File: config.mk
export PLATFORM = sky130hd
export DESIGN_NAME = loop_unroll_ctrl
export DESIGN_NICKNAME = d
export VERILOG_FILES = /design/src/rtl/lc_pkg.sv /design/src/rtl/lc_tags.sv /design/src/rtl/lc_lines.sv /design/src/rtl/lc_seq.sv /design/src/rtl/loop_unroll_ctrl.sv
export SDC_FILE = /design/constraint.sdc
export NUM_CORES = 2
export LEC_CHECK = 0
export ABC_AREA = 0
export BUFFER_PORTS_ARGS = -buffer_cell sky130_fd_sc_hd__buf_2
export CAP_MARGIN = 10
export CORE_ASPECT_RATIO = 1.75
export CORE_MARGIN = 3
export CORE_UTILIZATION = 30
export CTS_CLUSTER_DIAMETER = 30
export DETAILED_ROUTE_END_ITERATION = 8
export GPL_TIMING_DRIVEN = 0
export PLACE_DENSITY = 0.56
export SLEW_MARGIN = 20
export SYNTH_ARGS = -nofsm -noshare
export SYNTH_HDL_FRONTEND = slang
export SYNTH_MEMORY_MAX_BITS = 65536
export SYNTH_SLANG_ARGS = --single-unit
File: constraint.sdc
create_clock -name clk -period 29.2 [get_ports clk]
set_input_delay 2.92 -clock clk [delete_from_list [all_inputs] [get_ports clk]]
set_output_delay 2.92 -clock clk [all_outputs]
set_load 0.02 [all_outputs]
File: src/rtl/lc_pkg.sv
package lc_pkg;
    parameter int ADDR_W   = 16;
    parameter int INSN_W   = 32;
    parameter int LANES    = 4;
    parameter int NLOOPS   = 4;
    parameter int MAXLINES = 8;
    parameter int CNT_W    = 8;

    localparam int LINE_W  = INSN_W * LANES;
    localparam int BYTE_SH = $clog2((INSN_W / 8) * LANES);
    localparam int LADDR_W = ADDR_W - BYTE_SH;
    localparam int SLOT_W  = (NLOOPS > 1) ? $clog2(NLOOPS) : 1;
    localparam int OFF_W   = (MAXLINES > 1) ? $clog2(MAXLINES) : 1;
    localparam int LIVE_W  = $clog2(NLOOPS + 1);

    typedef logic [ADDR_W-1:0]  addr_t;
    typedef logic [LADDR_W-1:0] laddr_t;
    typedef logic [LINE_W-1:0]  line_t;
    typedef logic [CNT_W-1:0]   iter_t;
    typedef logic [SLOT_W-1:0]  slot_t;
    typedef logic [OFF_W-1:0]   off_t;
    typedef logic [OFF_W:0]     cnt_t;
    typedef logic [LIVE_W-1:0]  live_t;

    typedef enum logic [1:0] {
        ST_IDLE = 2'd0,
        ST_FILL = 2'd1,
        ST_PLAY = 2'd2
    } mode_e;

    typedef struct packed {
        addr_t head;
        addr_t tail;
        off_t  last;
    } tag_t;

    function automatic laddr_t line_of(addr_t a);
        return a[ADDR_W-1:BYTE_SH];
    endfunction

    function automatic addr_t byte_of(laddr_t l);
        return {l, {BYTE_SH{1'b0}}};
    endfunction
endpackage

File: src/rtl/lc_tags.sv
module lc_tags
    import lc_pkg::*;
(
    input  logic  clk,
    input  logic  rst,
    input  addr_t lk_head,
    input  addr_t lk_tail,
    output logic  hit,
    output slot_t hit_slot,
    output tag_t  hit_tag,
    output slot_t alloc_slot,
    input  logic  alloc_inv,
    input  logic  commit,
    input  slot_t c_slot,
    input  tag_t  c_tag,
    output live_t live
);
    logic [NLOOPS-1:0] valid_q;
    tag_t              tag_q [NLOOPS];
    slot_t             rr_q;
    logic              all_full;
    logic              have_free;
    slot_t             free_slot;

    assign all_full = &valid_q;

    always_comb begin
        hit       = 1'b0;
        hit_slot  = '0;
        have_free = 1'b0;
        free_slot = '0;
        live      = '0;
        for (int i = NLOOPS - 1; i >= 0; i--) begin
            if (valid_q[i] && tag_q[i].head == lk_head && tag_q[i].tail == lk_tail) begin
                hit      = 1'b1;
                hit_slot = slot_t'(i);
            end
            if (!valid_q[i]) begin
                have_free = 1'b1;
                free_slot = slot_t'(i);
            end
            live = live + live_t'(valid_q[i]);
        end
        hit_tag    = tag_q[hit_slot];
        alloc_slot = have_free ? free_slot : rr_q;
    end

    always_ff @(posedge clk) begin
        if (rst) begin
            valid_q <= '0;
            rr_q    <= '0;
        end else begin
            if (alloc_inv) begin
                valid_q[alloc_slot] <= 1'b0;
                if (all_full)
                    rr_q <= (rr_q == slot_t'(NLOOPS - 1)) ? '0 : rr_q + 1'b1;
            end
            if (commit)
                valid_q[c_slot] <= 1'b1;
        end
    end

    always_ff @(posedge clk) begin
        if (commit)
            tag_q[c_slot] <= c_tag;
    end


    victim_when_full_chk: assert property (@(posedge clk) disable iff (rst)
        (alloc_inv && all_full) |=> (live == live_t'(NLOOPS - 1)));


    commit_counts_chk: assert property (@(posedge clk) disable iff (rst)
        (commit && !alloc_inv) |=> (live != '0));
endmodule

File: src/rtl/lc_lines.sv
module lc_lines
    import lc_pkg::*;
(
    input  logic  clk,
    input  logic  we,
    input  slot_t w_slot,
    input  off_t  w_off,
    input  line_t w_data,
    input  slot_t r_slot,
    input  off_t  r_off,
    output line_t r_data
);
    localparam int DEPTH = NLOOPS * MAXLINES;

    line_t mem [DEPTH];

    always_ff @(posedge clk) begin
        if (we)
            mem[int'(w_slot) * MAXLINES + int'(w_off)] <= w_data;
    end

    assign r_data = mem[int'(r_slot) * MAXLINES + int'(r_off)];
endmodule

File: src/rtl/lc_seq.sv
module lc_seq
    import lc_pkg::*;
(
    input  logic   clk,
    input  logic   rst,
    input  logic   flush,
    input  logic   desc_valid,
    input  addr_t  desc_head,
    input  addr_t  desc_tail,
    input  iter_t  desc_iters,
    input  logic   ic_valid,
    input  addr_t  ic_addr,
    input  logic   hit,
    input  slot_t  hit_slot,
    input  tag_t   hit_tag,
    input  slot_t  alloc_slot,
    output mode_e  mode,
    output logic   alloc_inv,
    output logic   wr_en,
    output slot_t  wr_slot,
    output off_t   wr_off,
    output logic   commit,
    output slot_t  c_slot,
    output tag_t   c_tag,
    output slot_t  rd_slot,
    output off_t   rd_off,
    output laddr_t play_line,
    output logic   redir_valid,
    output addr_t  redir_addr
);
    mode_e  mode_q;
    slot_t  slot_q;
    addr_t  head_q;
    addr_t  tail_q;
    cnt_t   idx_q;
    off_t   last_q;
    iter_t  left_q;

    laddr_t want_line;
    logic   in_seq;
    logic   full;
    logic   abandon;
    logic   play_end;

    assign mode      = mode_q;
    assign want_line = line_of(head_q) + laddr_t'(idx_q);
    assign in_seq    = line_of(ic_addr) == want_line;
    assign full      = idx_q == cnt_t'(MAXLINES);

    assign alloc_inv = (mode_q == ST_IDLE) && desc_valid && !flush && !hit;

    assign wr_en   = (mode_q == ST_FILL) && ic_valid && !flush && in_seq && !full;
    assign wr_slot = slot_q;
    assign wr_off  = idx_q[OFF_W-1:0];
    assign abandon = (mode_q == ST_FILL) && ic_valid && (idx_q != '0) && (!in_seq || full);
    assign commit  = wr_en && (line_of(ic_addr) == line_of(tail_q));
    assign c_slot  = slot_q;
    assign c_tag   = '{head: head_q, tail: tail_q, last: idx_q[OFF_W-1:0]};

    assign rd_slot     = slot_q;
    assign rd_off      = idx_q[OFF_W-1:0];
    assign play_line   = want_line;
    assign play_end    = (mode_q == ST_PLAY) && (idx_q[OFF_W-1:0] == last_q);
    assign redir_valid = play_end && (left_q == iter_t'(1)) && !flush;
    assign redir_addr  = tail_q + addr_t'(INSN_W / 8);

    always_ff @(posedge clk) begin
        if (rst) begin
            mode_q <= ST_IDLE;
            slot_q <= '0;
            head_q <= '0;
            tail_q <= '0;
            idx_q  <= '0;
            last_q <= '0;
            left_q <= '0;
        end else if (flush) begin
            mode_q <= ST_IDLE;
            idx_q  <= '0;
        end else begin
            unique case (mode_q)
                ST_IDLE: begin
                    if (desc_valid) begin
                        if (hit) begin
                            if (desc_iters != '0) begin
                                mode_q <= ST_PLAY;
                                slot_q <= hit_slot;
                                head_q <= desc_head;
                                tail_q <= desc_tail;
                                last_q <= hit_tag.last;
                                left_q <= desc_iters;
                                idx_q  <= '0;
                            end
                        end else begin
                            mode_q <= ST_FILL;
                            slot_q <= alloc_slot;
                            head_q <= desc_head;
                            tail_q <= desc_tail;
                            idx_q  <= '0;
                        end
                    end
                end
                ST_FILL: begin
                    if (abandon) begin
                        mode_q <= ST_IDLE;
                        idx_q  <= '0;
                    end else if (commit) begin
                        mode_q <= ST_IDLE;
                        idx_q  <= '0;
                    end else if (wr_en) begin
                        idx_q <= idx_q + 1'b1;
                    end
                end
                ST_PLAY: begin
                    if (play_end) begin
                        idx_q <= '0;
                        if (left_q == iter_t'(1))
                            mode_q <= ST_IDLE;
                        else
                            left_q <= left_q - 1'b1;
                    end else begin
                        idx_q <= idx_q + 1'b1;
                    end
                end
                default: mode_q <= ST_IDLE;
            endcase
        end
    end


    flush_stops_chk: assert property (@(posedge clk) disable iff (rst)
        flush |=> (mode_q == ST_IDLE));


    redir_single_chk: assert property (@(posedge clk) disable iff (rst)
        redir_valid |=> (!redir_valid && mode_q == ST_IDLE));


    fill_depth_chk: assert property (@(posedge clk) disable iff (rst)
        (mode_q == ST_FILL) |-> (idx_q <= cnt_t'(MAXLINES)));


    play_holds_chk: assert property (@(posedge clk) disable iff (rst)
        (mode_q == ST_PLAY && !play_end && !flush) |=> (mode_q == ST_PLAY));


    play_bound_chk: assert property (@(posedge clk) disable iff (rst)
        (mode_q == ST_PLAY) |-> (idx_q[OFF_W-1:0] <= last_q && left_q != '0));
endmodule

File: src/rtl/loop_unroll_ctrl.sv
module loop_unroll_ctrl
    import lc_pkg::*;
(
    input  logic                  clk,
    input  logic                  rst,
    input  logic                  flush,
    input  logic                  desc_valid,
    input  logic [ADDR_W-1:0]     desc_head,
    input  logic [ADDR_W-1:0]     desc_tail,
    input  logic [CNT_W-1:0]      desc_iters,
    input  logic                  ic_valid,
    input  logic [ADDR_W-1:0]     ic_addr,
    input  logic [LINE_W-1:0]     ic_line,
    output logic                  fe_valid,
    output logic [ADDR_W-1:0]     fe_addr,
    output logic [LINE_W-1:0]     fe_line,
    output logic                  fe_from_lc,
    output logic                  redir_valid,
    output logic [ADDR_W-1:0]     redir_addr,
    output logic [LIVE_W-1:0]     live_loops
);
    logic   hit;
    slot_t  hit_slot;
    tag_t   hit_tag;
    slot_t  alloc_slot;
    logic   alloc_inv;
    logic   commit;
    slot_t  c_slot;
    tag_t   c_tag;
    logic   wr_en;
    slot_t  wr_slot;
    off_t   wr_off;
    slot_t  rd_slot;
    off_t   rd_off;
    line_t  rd_data;
    laddr_t play_line;
    mode_e  mode;
    logic   play_on;

    lc_tags u_tags (
        .clk        (clk),
        .rst        (rst),
        .lk_head    (desc_head),
        .lk_tail    (desc_tail),
        .hit        (hit),
        .hit_slot   (hit_slot),
        .hit_tag    (hit_tag),
        .alloc_slot (alloc_slot),
        .alloc_inv  (alloc_inv),
        .commit     (commit),
        .c_slot     (c_slot),
        .c_tag      (c_tag),
        .live       (live_loops)
    );

    lc_lines u_lines (
        .clk    (clk),
        .we     (wr_en),
        .w_slot (wr_slot),
        .w_off  (wr_off),
        .w_data (ic_line),
        .r_slot (rd_slot),
        .r_off  (rd_off),
        .r_data (rd_data)
    );

    lc_seq u_seq (
        .clk         (clk),
        .rst         (rst),
        .flush       (flush),
        .desc_valid  (desc_valid),
        .desc_head   (desc_head),
        .desc_tail   (desc_tail),
        .desc_iters  (desc_iters),
        .ic_valid    (ic_valid),
        .ic_addr     (ic_addr),
        .hit         (hit),
        .hit_slot    (hit_slot),
        .hit_tag     (hit_tag),
        .alloc_slot  (alloc_slot),
        .mode        (mode),
        .alloc_inv   (alloc_inv),
        .wr_en       (wr_en),
        .wr_slot     (wr_slot),
        .wr_off      (wr_off),
        .commit      (commit),
        .c_slot      (c_slot),
        .c_tag       (c_tag),
        .rd_slot     (rd_slot),
        .rd_off      (rd_off),
        .play_line   (play_line),
        .redir_valid (redir_valid),
        .redir_addr  (redir_addr)
    );

    assign play_on    = (mode == ST_PLAY) && !flush;
    assign fe_valid   = play_on ? 1'b1 : ic_valid;
    assign fe_addr    = play_on ? byte_of(play_line) : ic_addr;
    assign fe_line    = play_on ? rd_data : ic_line;
    assign fe_from_lc = play_on;


    redir_with_lc_chk: assert property (@(posedge clk) disable iff (rst)
        redir_valid |-> (fe_from_lc && fe_valid));


    idle_no_redir_chk: assert property (@(posedge clk) disable iff (rst)
        !fe_from_lc |-> !redir_valid);
endmodule

==> results.py <==
metrics = {
    "timing": {
        "slew_viol_final": 0,
        "worst_pin_slew_ns": 1.234,
        "max_slew_margin_pct": 17.74,
        "rsz0062_at_grt": "false",
        "fin_crit_ns": 10.27,
        "period_share_pct": 35.18,
        "fin_skew_ns": 0.1015,
        "tns_ns": 0,
        "hold_viol": 0,
        "setup-violations-final": 0,
        "clock.fmax_mhz": 97.34,
    },
    "floorplan": {
        "core_area_um2": 550400,
        "die_x_um": 568.4,
        "chipHeight_um": 990.2,
        "dieArea_um2": 562900,
        "initial_utilization_pct": 30.17,
        "io_pins": 355,
        "rows": 360,
    },
    "finish": {
        "fill_cells": 50020,
        "nets": 8889,
        "area_delta_synth_final_pct": 21.04,
        "fin_area_um2": 201000,
        "finish.utilization_pct": 36.52,
        "fin_cells": 16360,
        "drive_above_1_share_pct": 32.76,
    },
    "grt": {
        "grt_max_degree": 34,
        "gr-total-overflow": 0,
        "use_met3_pct": 4.118,
        "track_usage_pct": 18.08,
        "grt.busiest_layer": "met2",
        "antenna_found_initial": 89,
        "gr-usage-met1_pct": 20.62,
        "grt_pass1_wl_um": 719300,
        "grt_pass1_vias": 89200,
        "use_met2_pct": 32.25,
    },
    "worst_hold_path": {
        "hold_path_depth": 0,
        "hp-start": "u_seq.head_q[1]",
        "hold_end": "u_tags.tag_q[3][20]",
        "holdCritPathClass": "reg -> reg",
    },
    "logic_synthesis": {
        "yosys_register_bits": 4293,
        "syn_avg_cell_area_um2": 22.03,
        "yosysWarningCount": 0,
        "synth_xor_area_share_pct": 0.9124,
        "seq_area_frac_synth_pct": 77.28,
        "syn-cell-area_um2": 166100,
        "synth_mux_area_share_pct": 16.18,
        "synth_top_family_by_area": "multiplexers",
        "synth-edff-count": 4236,
        "synth-adder-area-share_pct": 0.1597,
        "synthesis.nets": 7748,
        "syn-instance-count": 7539,
        "synth_compound_area_share_pct": 2.714,
        "synth_ff_type": "edfxtp_1",
        "synth-async-reset-ratio_pct": 0,
        "ys_types": 65,
        "synthSimpleGateAreaFrac_pct": 1.609,
    },
    "critical_path": {
        "crit_fanout": 10,
        "worstPathRequired_ns": 26.28,
        "arrival_ns": 7.35,
        "crit_slowest_cell": "buf_1",
        "crit_type": "reg -> out",
        "cpLargestDelayFamily": "buffers and inverters",
        "critical_path.cell_chain": "clkbuf_2 -> buf_16 -> buf_1 -> clkbuf_2 -> clkbuf_1 -> buf_1 -> inv_1 -> fa_1 -> nand2b_1 -> a21oi_2 -> nand2_1 -> xor2_1 -> o21ai_0 -> buf_2",
        "crit_buf_inv": 8,
        "cp_slowest_stage_delay_ns": 0.81,
        "timing.rr.end": "u_lines.mem[21][95]",
        "regToRegSetupSlack_ns": 19.02,
        "r2r_cells": 20,
        "r2r_start": "u_seq.idx_q[1]",
        "cp-start-kind": "flip-flop",
        "worstSetupEndpointType": "output port",
    },
    "power": {
        "switching_power_mw": 2.891,
        "leakage_nw": 61.80,
        "internal_power_mw": 10.36,
        "p_comb_share_pct": 2.3,
        "p_clk_share_pct": 46.6,
        "max-vdd-ir-drop_v": 0.00005708,
        "power_frac_seq_pct": 51.1,
        "power.density_nw_per_um2": 65.95,
        "p_sw_share_pct": 21.81,
    },
    "clocking": {
        "clkTransAtPathRegs_ns": 0.06,
        "clk_latency_ns": 1.02,
        "cts_hold_buf": 0,
        "cts_htree_levels": 5,
        "cts_tree": "built",
        "cts_setup_buffers": 0,
        "clockRootBuffer": "clkbuf_16",
        "post_cts_resized": 0,
        "cts_buffers": 476,
        "cts_num_sinks": 4293,
        "clockBufferDepth": 4,
    },
    "drt": {
        "drc": 0,
        "drtPass1Iterations": 8,
        "wl_per_cell_um": 31.77,
        "postRouteAntennaNets": 0,
        "via_per_inst": 5.175,
        "via_count": 84650,
        "drt_iter0_markers": 9014,
        "drt_wl_total_um": 519700,
    },
    "place": {
        "gp_congestion": 0.8575,
        "io_buffer_count": 321,
        "dp_cells": 15440,
        "postPlaceCellArea_um2": 184600,
        "dp_hpwl_um": 372000,
    },
    "status": {
        "status": "complete, no violations",
    },
    "flow_run": {
        "drv_cap": 0,
    },
}
-- power by group through the flow --
stage / Clock (mW) / Sequential, mW / Combinational [mW]
2_1_floorplan: 0 / 6.90 / 0.108
3_3_place_gp: 0 / 6.91 / 0.293
3_5_place_dp: 0 / 6.91 / 0.309
4_1_cts: 6.27 / 6.77 / 0.309
5_1_grt: 6.50 / 6.77 / 0.328
6_report: 6.18 / 6.77 / 0.306
-- worst max path at each step --
| stage | startpoint | endpoint | slack (ns) | cells past startpoint |
|---|---|---|---|---|
| final | u_seq.idx_q[1] | fe_addr[14] | 18.93 | 14 |
| after global routing | u_seq.idx_q[1] | fe_addr[12] | 18.70 | 13 |
| after CTS | u_seq.idx_q[1] | fe_addr[14] | 18.82 | 14 |
| after detailed placement | u_seq.idx_q[1] | u_lines.mem[20][93] | 19.14 | 20 |
| after global placement | u_seq.idx_q[1] | u_lines.mem[28][72] | 5.44 | 15 |
| after floorplan | ic_addr[13] | u_lines.mem[0][0] | 18.72 | 9 |
-- cell families (layout without fill, tap and decap cells) --
family,count (synthesis),in the layout
buffers and inverters,473,2017
adder cells (fa/ha/maj),20,20
flip-flops,4293,4293
AND/OR/NAND/NOR,574,574
multiplexers,1323,1323
other,0,35
XOR/XNOR,173,173
AO/OA/AOI/OAI,683,683
-- routing by layer --
layer | wire length (µm) | part of all wire [%] | vias to the layer above
met5 | 360 | 0.069 | -
met4 | 24320 | 4.7 | 62
met3 | 39130 | 7.5 | 906
met2 | 272100 | 52 | 3475
met1 | 183800 | 35 | 45870
li1 | - | - | 34340
-- cells in the mapped netlist, types with 15 or more instances --
cell         n  area (µm²)
ha_1        18       225.2
nand2_1    208       780.8
o22ai_1     79       494.2
nand4_1     22       137.6
buf_1       90       337.8
edfxtp_1  4236      127200
a22oi_1    194        1456
xnor2_1     44       385.4
inv_1       28       105.1
nor4_1      60       375.4
nand3_1     33       165.2
nand2b_1    17       106.4
nor3_1      15       75.07
mux2i_1     57       570.6
o21ai_0    154       770.7
clkbuf_1   273        1025
mux2_2     196        2207
nor2_1     163       611.8
a21oi_1    120       600.6
mux4_2    1070       24100
buf_2       75       375.4
xor2_1     129        1130
a221oi_1    85       744.5
dfxtp_1     57        1141
-- state kept, by name, indices dropped and copies added (netlist names) --
name and cells:
u_lines.mem 4096, u_tags.tag_q 140, u_seq.head_q 16, u_seq.tail_q 16, u_seq.left_q 8, u_seq.idx_q 4
u_tags.valid_q 4, u_seq.last_q 3, u_seq.c_slot 2, u_seq.mode 2, u_tags.rr_q 2
-- worst reg2reg max path: cells and delay by family (launching register included) --
family / cells / cell delay [ns]
xor gates and xnor gates: 1 / 0.11
buffers and inverters: 11 / 4.97
AOI/OAI and AO/OA: 2 / 0.65
adders and majority gates: 1 / 0.55
and+or+nand+nor: 5 / 3.06
DFF: 1 / 0.54
-- per-stage QoR --
stage / hold WS (ns) / worst slack (ns) / total power, mW
detailed placement: 0.5003 / 19.14 / 7.215
global placement: 0.4705 / 5.436 / 7.198
CTS: 0.5044 / 18.82 / 13.35
floorplan: 0.4547 / 18.72 / 7.011
global route: 0.5289 / 18.70 / 13.60
finish: 0.5092 / 18.93 / 13.26
-- final cells by class --
type | instances | area, µm² | area share (%)
Antenna cell | 35 | 87.58 | 0.04357
Buffer | 444 | 1941 | 0.9654
Clock buffer | 527 | 12250 | 6.094
Clock inverter | 354 | 3991 | 1.986
Inverter | 29 | 108.9 | 0.05415
Multi-Input combinational cell | 2773 | 36160 | 17.99
Sequential cell | 4293 | 128300 | 63.85
Tap cell | 7240 | 9059 | 4.507
Timing Repair Buffer | 663 | 9074 | 4.514
-- cell usage in the layout (no fill, tap or decap), types with 12 or more instances in the layout --
cell	count
a21oi_1	119
nand4_1	22
clkinv_8	13
buf_1	46
bufinv_16	49
clkinv_4	46
xor2_1	129
mux2_2	196
o21ai_0	132
nor3_1	12
clkbuf_2	85
mux4_2	1070
nor4_1	59
edfxtp_1	4236
nor2_4	37
inv_1	28
clkinv_2	45
o21ai_1	19
buf_12	199
dfxtp_1	57
inv_8	37
nor2_1	125
mux2i_1	57
nand3_1	33
buf_2	423
diode_2	35
clkinvlp_4	43
buf_16	119
a22oi_1	194
inv_6	64
clkinv_1	49
buf_4	24
nand2b_1	17
xnor2_1	44
ha_1	18
nand2_1	208
clkbuf_1	244
clkbuf_16	482
o22ai_1	79
a221oi_1	85
Power figures use the tool's default switching activity.
